File: src/rtl/vic32.sv
module vic32 #(
  parameter int NSRC = 32,
  parameter int PW   = 3,
  parameter int AW   = 9,
  parameter int DW   = 32
) (
  input  logic          clk,
  input  logic          rst_n,
  input  logic [NSRC-1:0] src_in,
  input  logic          bus_wr,
  input  logic          bus_rd,
  input  logic [AW-1:0] bus_addr,
  input  logic [DW-1:0] bus_wdata,
  output logic [DW-1:0] bus_rdata,
  output logic          irq_n
);
  localparam int IW = $clog2(NSRC);
  localparam logic [AW-1:0] A_RAW = AW'('h100);
  localparam logic [AW-1:0] A_ACT = AW'('h104);
  localparam logic [AW-1:0] A_MSK = AW'('h108);
  localparam logic [AW-1:0] A_VEC = AW'('h10C);
  localparam logic [AW-1:0] A_CUR = AW'('h110);
  localparam logic [AW-1:0] A_ENR = AW'('h114);
  localparam logic [AW-1:0] A_ENS = AW'('h120);
  localparam logic [AW-1:0] A_DIS = AW'('h124);
  localparam logic [AW-1:0] A_SET = AW'('h128);
  localparam logic [AW-1:0] A_CLR = AW'('h12C);
  localparam logic [AW-1:0] A_EOS = AW'('h130);

  logic [1:0]      sense [NSRC];
  logic [PW-1:0]   prio  [NSRC];
  logic [NSRC-1:0] en, lat, src_d, lvl, edg, pend, mpend;
  logic            in_svc, any;
  logic [IW-1:0]   svc_id, win, cidx;
  logic [PW-1:0]   best;

  wire sel_ctl = bus_addr < AW'(NSRC * 4);
  assign cidx  = bus_addr[IW+1:2];
  wire ack     = bus_rd && bus_addr == A_VEC && any && !in_svc;
  wire wr_ens  = bus_wr && bus_addr == A_ENS;
  wire wr_dis  = bus_wr && bus_addr == A_DIS;
  wire wr_set  = bus_wr && bus_addr == A_SET;
  wire wr_clr  = bus_wr && bus_addr == A_CLR;
  wire wr_eos  = bus_wr && bus_addr == A_EOS;

  for (genvar i = 0; i < NSRC; i++) begin : g_sense
    assign lvl[i] = ~sense[i][1] & (src_in[i] ~^ sense[i][0]);
    assign edg[i] = sense[i][1] & (sense[i][0] ? (src_in[i] & ~src_d[i])
                                               : (~src_in[i] & src_d[i]));
  end

  assign pend  = lvl | lat;
  assign mpend = pend & en;
  assign irq_n = ~(any & ~in_svc);

  always_comb begin
    any  = 1'b0;
    win  = '0;
    best = '0;
    for (int i = NSRC - 1; i >= 0; i--)
      if (mpend[i] && (!any || prio[i] >= best)) begin
        any  = 1'b1;
        win  = IW'(i);
        best = prio[i];
      end
  end

  always_ff @(posedge clk) begin
    if (!rst_n) begin
      for (int i = 0; i < NSRC; i++) begin
        sense[i] <= 2'd1;
        prio[i]  <= '0;
      end
    end else if (bus_wr && sel_ctl) begin
      sense[cidx] <= bus_wdata[7:6];
      prio[cidx]  <= bus_wdata[PW-1:0];
    end
  end

  always_ff @(posedge clk) begin
    if (!rst_n) begin
      en     <= '0;
      lat    <= '0;
      src_d  <= '0;
      in_svc <= 1'b0;
      svc_id <= '0;
    end else begin
      src_d <= src_in;
      if (wr_ens) en <= en | bus_wdata[NSRC-1:0];
      if (wr_dis) en <= en & ~bus_wdata[NSRC-1:0];
      lat <= (lat | edg | (wr_set ? bus_wdata[NSRC-1:0] : '0))
             & ~(wr_clr ? bus_wdata[NSRC-1:0] : '0)
             & ~(ack ? (NSRC'(1) << win) : '0);
      if (ack) begin
        in_svc <= 1'b1;
        svc_id <= win;
      end else if (wr_eos) begin
        in_svc <= 1'b0;
      end
    end
  end

  always_comb begin
    bus_rdata = '0;
    if (sel_ctl) begin
      bus_rdata[7:6]    = sense[cidx];
      bus_rdata[PW-1:0] = prio[cidx];
    end else begin
      case (bus_addr)
        A_RAW: bus_rdata = DW'(src_in);
        A_ACT: bus_rdata = DW'(pend);
        A_MSK: bus_rdata = DW'(mpend);
        A_VEC: bus_rdata = in_svc ? DW'({svc_id, 2'b00}) : (any ? DW'({win, 2'b00}) : '0);
        A_CUR: bus_rdata = DW'(svc_id);
        A_ENR: bus_rdata = DW'(en);
        default: bus_rdata = '0;
      endcase
    end
  end

  a_r4_vector_pending: assert property (@(posedge clk) disable iff (!rst_n)
    ack |-> (bus_rdata[1:0] == 2'b00 && mpend[bus_rdata[IW+1:2]]));
  a_r5_ack_quiets: assert property (@(posedge clk) disable iff (!rst_n)
    ack |=> irq_n);
  a_r5_held_in_service: assert property (@(posedge clk) disable iff (!rst_n)
    (in_svc && !wr_eos) |=> irq_n);
  a_r6_eos_closes: assert property (@(posedge clk) disable iff (!rst_n)
    (wr_eos && !ack) |=> !in_svc);
  a_r3_disable: assert property (@(posedge clk) disable iff (!rst_n)
    wr_dis |=> (en & $past(bus_wdata[NSRC-1:0])) == '0);
  a_r9_soft_clear: assert property (@(posedge clk) disable iff (!rst_n)
    wr_clr |=> (lat & $past(bus_wdata[NSRC-1:0])) == '0);
endmodule

File: config.mk
export PLATFORM = sky130hd
export DESIGN_NAME = vic32
export DESIGN_NICKNAME = d
export VERILOG_FILES = /design/src/rtl/vic32.sv
export SDC_FILE = /design/constraint.sdc
export NUM_CORES = 1
export LEC_CHECK = 0
export BUFFER_PORTS_ARGS = -buffer_cell sky130_fd_sc_hd__clkbuf_2
export CAP_MARGIN = 10
export CORE_MARGIN = 5
export CORE_UTILIZATION = 50
export DETAILED_ROUTE_END_ITERATION = 16
export PLACE_DENSITY = 0.68
export RECOVER_POWER = 100
export SLEW_MARGIN = 20
export SYNTH_ARGS = -nofsm -noshare
export SYNTH_HDL_FRONTEND = slang
export SYNTH_SLANG_ARGS = --single-unit
File: constraint.sdc
create_clock -name clk -period 63.8 [get_ports clk]
set_input_delay 6.38 -clock clk [delete_from_list [all_inputs] [get_ports clk]]
set_output_delay 6.38 -clock clk [all_outputs]
set_load 0.02 [all_outputs]
# Yosys cells after proc, flatten, opt, wreduce, memory -nomap -nowiden
# Memory sizes are Yosys's and may differ from the RTL's.
# Cells that the tools add are included.
# classes
order_cmp	32
n_eq_ne	11
shifts	1
muxes	151
n_bitwise	270
n_reduce_logical	107
# ops
op	n
$pmux 32 s6	1
$mux 5	34
$mux 32	5
$and 1x1->1	129
$and 32x32->32	4
$or 32x32->32	4
$mux 3	34
$eq 9x9->1 const B	11
$not 1->1	98
$not 32->32	3
$ge 3x3->1	31
$mux 1	72
$logic_and 1x1->1	40
$logic_not 1->1	32
$shl 1x5->32 const A	1
$xnor 1x1->1	32
$logic_or 1x1->1	31
$mux 24	1
$mux 7	2
$lt 9x8->1 const B	1
$mux 2	2
$reduce_bool 2->1	2
$reduce_or 3->1	1
$reduce_or 2->1	1
# totals
register_bits	102
ram_bits	160
inputBits	77
output_inout_bits	33
wordCells	579
n_memories	2
# mem_list
name	words	word_bits	read_ports	rd_clocked_by_memory_dff	wr	line	rtl
prio	32	3	33	0	32	31	logic [PW-1:0] prio [NSRC];
sense	32	2	33	0	32	30	logic [1:0] sense [NSRC];

# Depth between registers and ports, before layout
# depth
word_depth	134
depth_mapped	239
mapped_depth_nobuf	235

# Worst setup path after synthesis
# No wires, ideal clock.
# synth_path
path_type	in2out
startpoint	in src_in[31]
endpoint	out bus_rdata[5]
arrival_ns	48.305
t_required_ns	57.420
path_slack_ns	9.115
stages	223
path_buffers	3
path_cell_list	xor2_1 -> o21ai_1 -> buf_4 -> and2_1 -> ha_1 -> nand2b_1 -> a211oi_1 -> o21ai_0 -> a32o_1 -> ha_1 -> nand2b_1 -> a21oi_1 -> o221ai_2 -> nand2_1 -> mux2_2 -> ha_1 -> nand2b_1 -> a21o_1 -> [... 187 more ...] -> nand2_1 -> o21a_1 -> mux2i_1 -> ha_1 -> a21oi_1 -> nor2b_1 -> o31ai_1 -> nand2_1 -> o221ai_1 -> ha_1 -> nand2b_1 -> a21o_1 -> a211oi_1 -> or2_2 -> nand2_1 -> nor3_2 -> nand3_1 -> nand3_1
# synth_via
elab_chain_len	133
word_cells_on_any_way	227
cone_classes	order compare (31); mux (99); bitwise (4); reduce/logical (93)
# synth_lines
element	line	rtl
from (decl)	9	input logic [NSRC-1:0] src_in,
$xnor 1x1->1 *	47	assign lvl[i] = ~sense[i][1] & (src_in[i] ~^ sense[i][0]);
$and 1x1->1 *	47	
$or 32x32->32 *	52	assign pend = lvl | lat;
$and 32x32->32 *	53	assign mpend = pend & en;
$mux 3 or $mux 1 (tied branches)	61	if (mpend[i] && (!any || prio[i] >= best)) begin
$ge 3x3->1 or $logic_not 1->1 (tied branches)	61	
$logic_or 1x1->1	61	
$logic_and 1x1->1	61	
[... 116 more ...]	n/a	
$mux 3 or $mux 1 (tied branches)	61	
$ge 3x3->1 or $logic_not 1->1 (tied branches)	61	
$logic_or 1x1->1	61	
$logic_and 1x1->1	61	
$mux 5 or $mux 1 (tied branches)	61	
$mux 7 * (2 in series)	113	A_VEC: bus_rdata = in_svc ? DW'({svc_id, 2'b00}) : (any ? DW'({win, 2'b00}) : '0);
$pmux 32 s6 *	109	case (bus_addr)
$mux 3 *	105	if (sel_ctl) begin
to (decl)	14	output logic [DW-1:0] bus_rdata,
# Every way passes the cells marked *; elsewhere a longest branch is shown, timed or not.

# Worst setup path in the final report
# layout_path
startpoint	in src_in[31]
endpoint	out bus_rdata[4]
# Same word-level chain as after synthesis.

==> out/summary.log <==
[sta] worst clock skew 24.0 ps
[min_path] worst hold stages 2
[synth] Post-Synthesis Cell Area 0.0188 mm²
[setup_path] largest stage delay on the critical path 470 ps
[sta] Final setup viols 0
[drt] detailed-route wire length 65,400 µm
[setup_path] depth of the most critical reg-to-reg path 224
[setup_path] most frequent CP cell sky130_fd_sc_hd__ha_1
[power_and_ir_drop] sw frac 26.2%
[synth] share of synthesized flip-flops with an asynchronous set or reset 0%
[finish] proportion of layout cells with a drive suffix above 1 12.7%
[power_and_ir_drop] Power per Cell Area 19.7 mW/mm²
[setup_path] Crit Path Class input pin to primary output
[setup_path] reg-to-reg critical path endpoint lat[26]
[floorplan] overall die height 204 µm
[setup_path] kind of start point of the critical path input pin
[power_and_ir_drop] switching power summed over all nets 107 µW
[global_routing] remaining global-route overflow 0
[power_and_ir_drop] part of the power in combinational logic 11.0%
[synth] Post-synth top cells sky130_fd_sc_hd__and2_1, sky130_fd_sc_hd__nor2_1, sky130_fd_sc_hd__edfxtp_1, sky130_fd_sc_hd__nand2_1, sky130_fd_sc_hd__o21ai_0
[cts] level count of the clock H-tree 1
[placed_design] dpl ws 2090 ps
[floorplan] Top-Level Pins 110
[sta] Achievable Freq 16.7 MHz
[sta] number of failing hold endpoints at the final stage 0
[status] status finished, violations left
[drt] DRC marker count from the first detailed-route iteration 2,148
[global_routing] met2 capacity usage during global routing 48.0%
[setup_path] critical-path cell with the highest stage delay sky130_fd_sc_hd__a211oi_4
[placed_design] area post-placement 0.0198 mm²
[run] MaxCap Viol Count 10
[cts] TritonCTS clock tree built
[sta] transition time of the tightest slew-check pin 2990 ps
[cts] buffer cell driving the clock tree root sky130_fd_sc_hd__clkbuf_16
[sta] RSZ-0062 raised after global routing no
[drt] remaining number of nets flagged by the antenna check after routing 0
[power_and_ir_drop] internal power 300 µW
[finish] area grow syn2layout 9.68%
[min_path] class of the tightest hold or removal check flip-flop to flip-flop
[setup_path] data required time of the worst path 57,420 ps
[floorplan] row cnt 71
[placed_design] detailed-placement wirelength estimate 47,200 µm
[finish] final non-filler cell area 0.0206 mm²
[global_routing] met3 Usage GRT 5.90%
[drt] number of optimization iterations in the first detailed-route pass 6
[status] violations in the final reports max-capacitance violations, max-slew violations
[power_and_ir_drop] clock share of power 40.9%
[synth] count of flip-flops with a built-in enable after synthesis 160
[min_path] critical hold path startpoint svc_id[4]
[drt] Remaining DRCs 0
[cts] TritonCTS buffer count 30
[synth] syn_nets 2,201
[synth] leading cell types by total area after synthesis sky130_fd_sc_hd__edfxtp_1, sky130_fd_sc_hd__dfxtp_1, sky130_fd_sc_hd__and2_1
[synth] synthesis-stage register bit count 262
[sta] fin worst setup slack 3790 ps
[drt] post-detailed-route via-to-cell ratio 6.64
[cts] worst-skew pair later-pin latency 590 ps
[setup_path] setup slack of the worst register-to-register path 14,430 ps
[sta] tightest hold margin 496 ps
[sta] final critical delay including setup and external delays 60,010 ps
[synth] library cells used by synthesis 98
[placed_design] Port-buffer cells 109
[synth] most used flip-flop cell after synthesis sky130_fd_sc_hd__edfxtp_1
[sta] number of pins with negative max-slew slack in the final report 252
[cts] number of sinks handled by clock tree synthesis 262
[finish] total inserted antenna cells 0
[synth] mean instance size in the synthesized netlist 9.15 µm²
[floorplan] Initial Util 50.3%
[floorplan] floorplan die area 0.0416 mm²
[setup_path] highest net fanout along the worst path 11
[drt] detailed-route via count 17,600
[power_and_ir_drop] leakage power summed over all cells 0.00754 µW
[floorplan] total core area 0.0374 mm²
[setup_path] R2R Path Start sense[31][0]
[global_routing] GRT Total Usage 30.3%
[cts] cts hold-fix bufs 0
[min_path] Hold EP svc_id[4]
[finish] nets@finish 2,261
[cts] clock slew at reported path FFs 70 ps
[synth] number of cells produced by synthesis 2,055
[global_routing] most used routing layer met2
[global_routing] global routing usage on met1 42.1%
[drt] wire length per cell 24.7 µm
[cts] maximum clock insertion buffer count 3
[finish] filler instances 3,416
[global_routing] global-route wire length before repair 97,900 µm
[synth] top cell type's share of synthesized area 25.5%
[global_routing] maximum number of pins on one net before global-route repair 51
[power_and_ir_drop] maximum vdd ir drop 0.0216 mV
[setup_path] endpoint class of the critical path primary output
[placed_design] gp weighted congestion 1.03
[power_and_ir_drop] Seq pwr share 48.1%
[synth] synth warn 0
[floorplan] Die Width 204 µm
[synth] cell accounting for the most synthesized area sky130_fd_sc_hd__edfxtp_1
[global_routing] initial antenna violation count 1
[sta] Max-slew headroom -99.1%
[sta] total negative slack 0 ps
[synth] share of the yosys chip area belonging to registers 36.4%
[global_routing] via count of the first global-routing pass 16,300
[sta] post-route fraction of the period consumed by the critical path 94.1%
[synth] most used standard cell by instance count after synthesis sky130_fd_sc_hd__and2_1
[setup_path] arrival time of the worst setup path 53,630 ps
-- how the worst max path moves through the flow --
| stage | depth (start not counted) | end | startpoint | slack, ps |
|---|---|---|---|---|
| 2_1_floorplan | 223 | bus_rdata[5] | src_in[31] | 9110 |
| 3_3_place_gp | 223 | bus_rdata[5] | src_in[31] | 3770 |
| 3_5_place_dp | 224 | bus_rdata[5] | src_in[31] | 2090 |
| 4_1_cts | 224 | bus_rdata[5] | src_in[31] | 2000 |
| 5_1_grt | 226 | bus_rdata[5] | src_in[31] | 10 |
| 6_report | 225 | bus_rdata[4] | src_in[31] | 3790 |
-- worst max-delay path: cells and delay by family --
| family | cells | cell delay, ps |
|---|---|---|
| fa+ha+maj | 33 | 9070 |
| compound gates | 89 | 20400 |
| simple gates | 81 | 12430 |
| xor+xnor | 1 | 180 |
| mux | 12 | 4160 |
| buf+inv | 9 | 950 |
-- cells by family after synthesis --
kind of cell	count (synthesis)	share of synthesized area, %
xor+xnor	15	0.698
mux	96	8.53
fa+ha+maj	72	4.75
flops	262	36.4
simple gates	803	22.8
compound gates	620	23.0
buf+inv	187	3.86
-- stage by stage --
step / util [%] / instances / power [µW]
5_1_grt: 55.2 / 2650 / 418
6_report: 55.2 / 2650 / 406
3_5_place_dp: 52.8 / 2592 / 242
4_1_cts: 55.3 / 2648 / 406
2_1_floorplan: - / 2055 / 223
3_3_place_gp: 52.8 / 2592 / 241
-- metal layers --
metal / wire length (µm) / up-vias
met5: 0 / -
met4: 2610 / 0
met3: 7470 / 170
met2: 29400 / 1106
met1: 26000 / 8442
li1: - / 7873
-- cell type report --
cell class | count | area [µm²] | area share, %
multi-input combinational | 1606 | 11300 | 54.6
sequential | 262 | 6850 | 33.2
clock buffer | 42 | 838 | 4.06
timing repair buffer | 131 | 639 | 3.10
tap | 511 | 639 | 3.10
inverter | 84 | 315 | 1.53
clock inverter | 14 | 87.6 | 0.424
-- cell usage in the layout (no fill, tap or decap), drive strengths merged, types with 11 or more instances in the layout --
master	Yosys	final
clkinv	0	12
o211ai	13	13
o21ai	156	156
a31oi	26	26
dfxtp	102	102
nand4	14	14
a211o	36	36
o21bai	14	14
or3	39	39
nand2b	45	45
a221o	25	25
mux2i	31	31
o31ai	15	15
nand2	160	160
and2	189	189
edfxtp	160	160
nor2b	26	26
o21a	14	14
or2	27	27
a21oi	136	136
clkbuf	87	161
nor2	176	176
a221oi	40	40
a311oi	37	37
buf	16	12
a211oi	11	11
and3	14	14
nor3b	18	18
mux4	50	50
a21o	15	15
mux2	15	15
ha	69	69
inv	84	85
nand3	37	37
nor3	34	34
-- power by group through the flow --
stage | logic (µW) | clock network [µW] | registers [µW]
floorplan | 28.2 | 0 | 195
global placement | 42.6 | 0 | 198
detailed placement | 43.3 | 0 | 199
CTS | 43.6 | 167 | 195
global route | 47.8 | 174 | 196
finish | 44.6 | 166 | 196
-- timing repair --
| action | CTS | global route |
|---|---|---|
| setup buffers | 0 | 2 |
| resized for setup | 0 | 16 |
| endpoints found under the setup margin | 0 | 5 |
(Power assumes the default switching activity.)
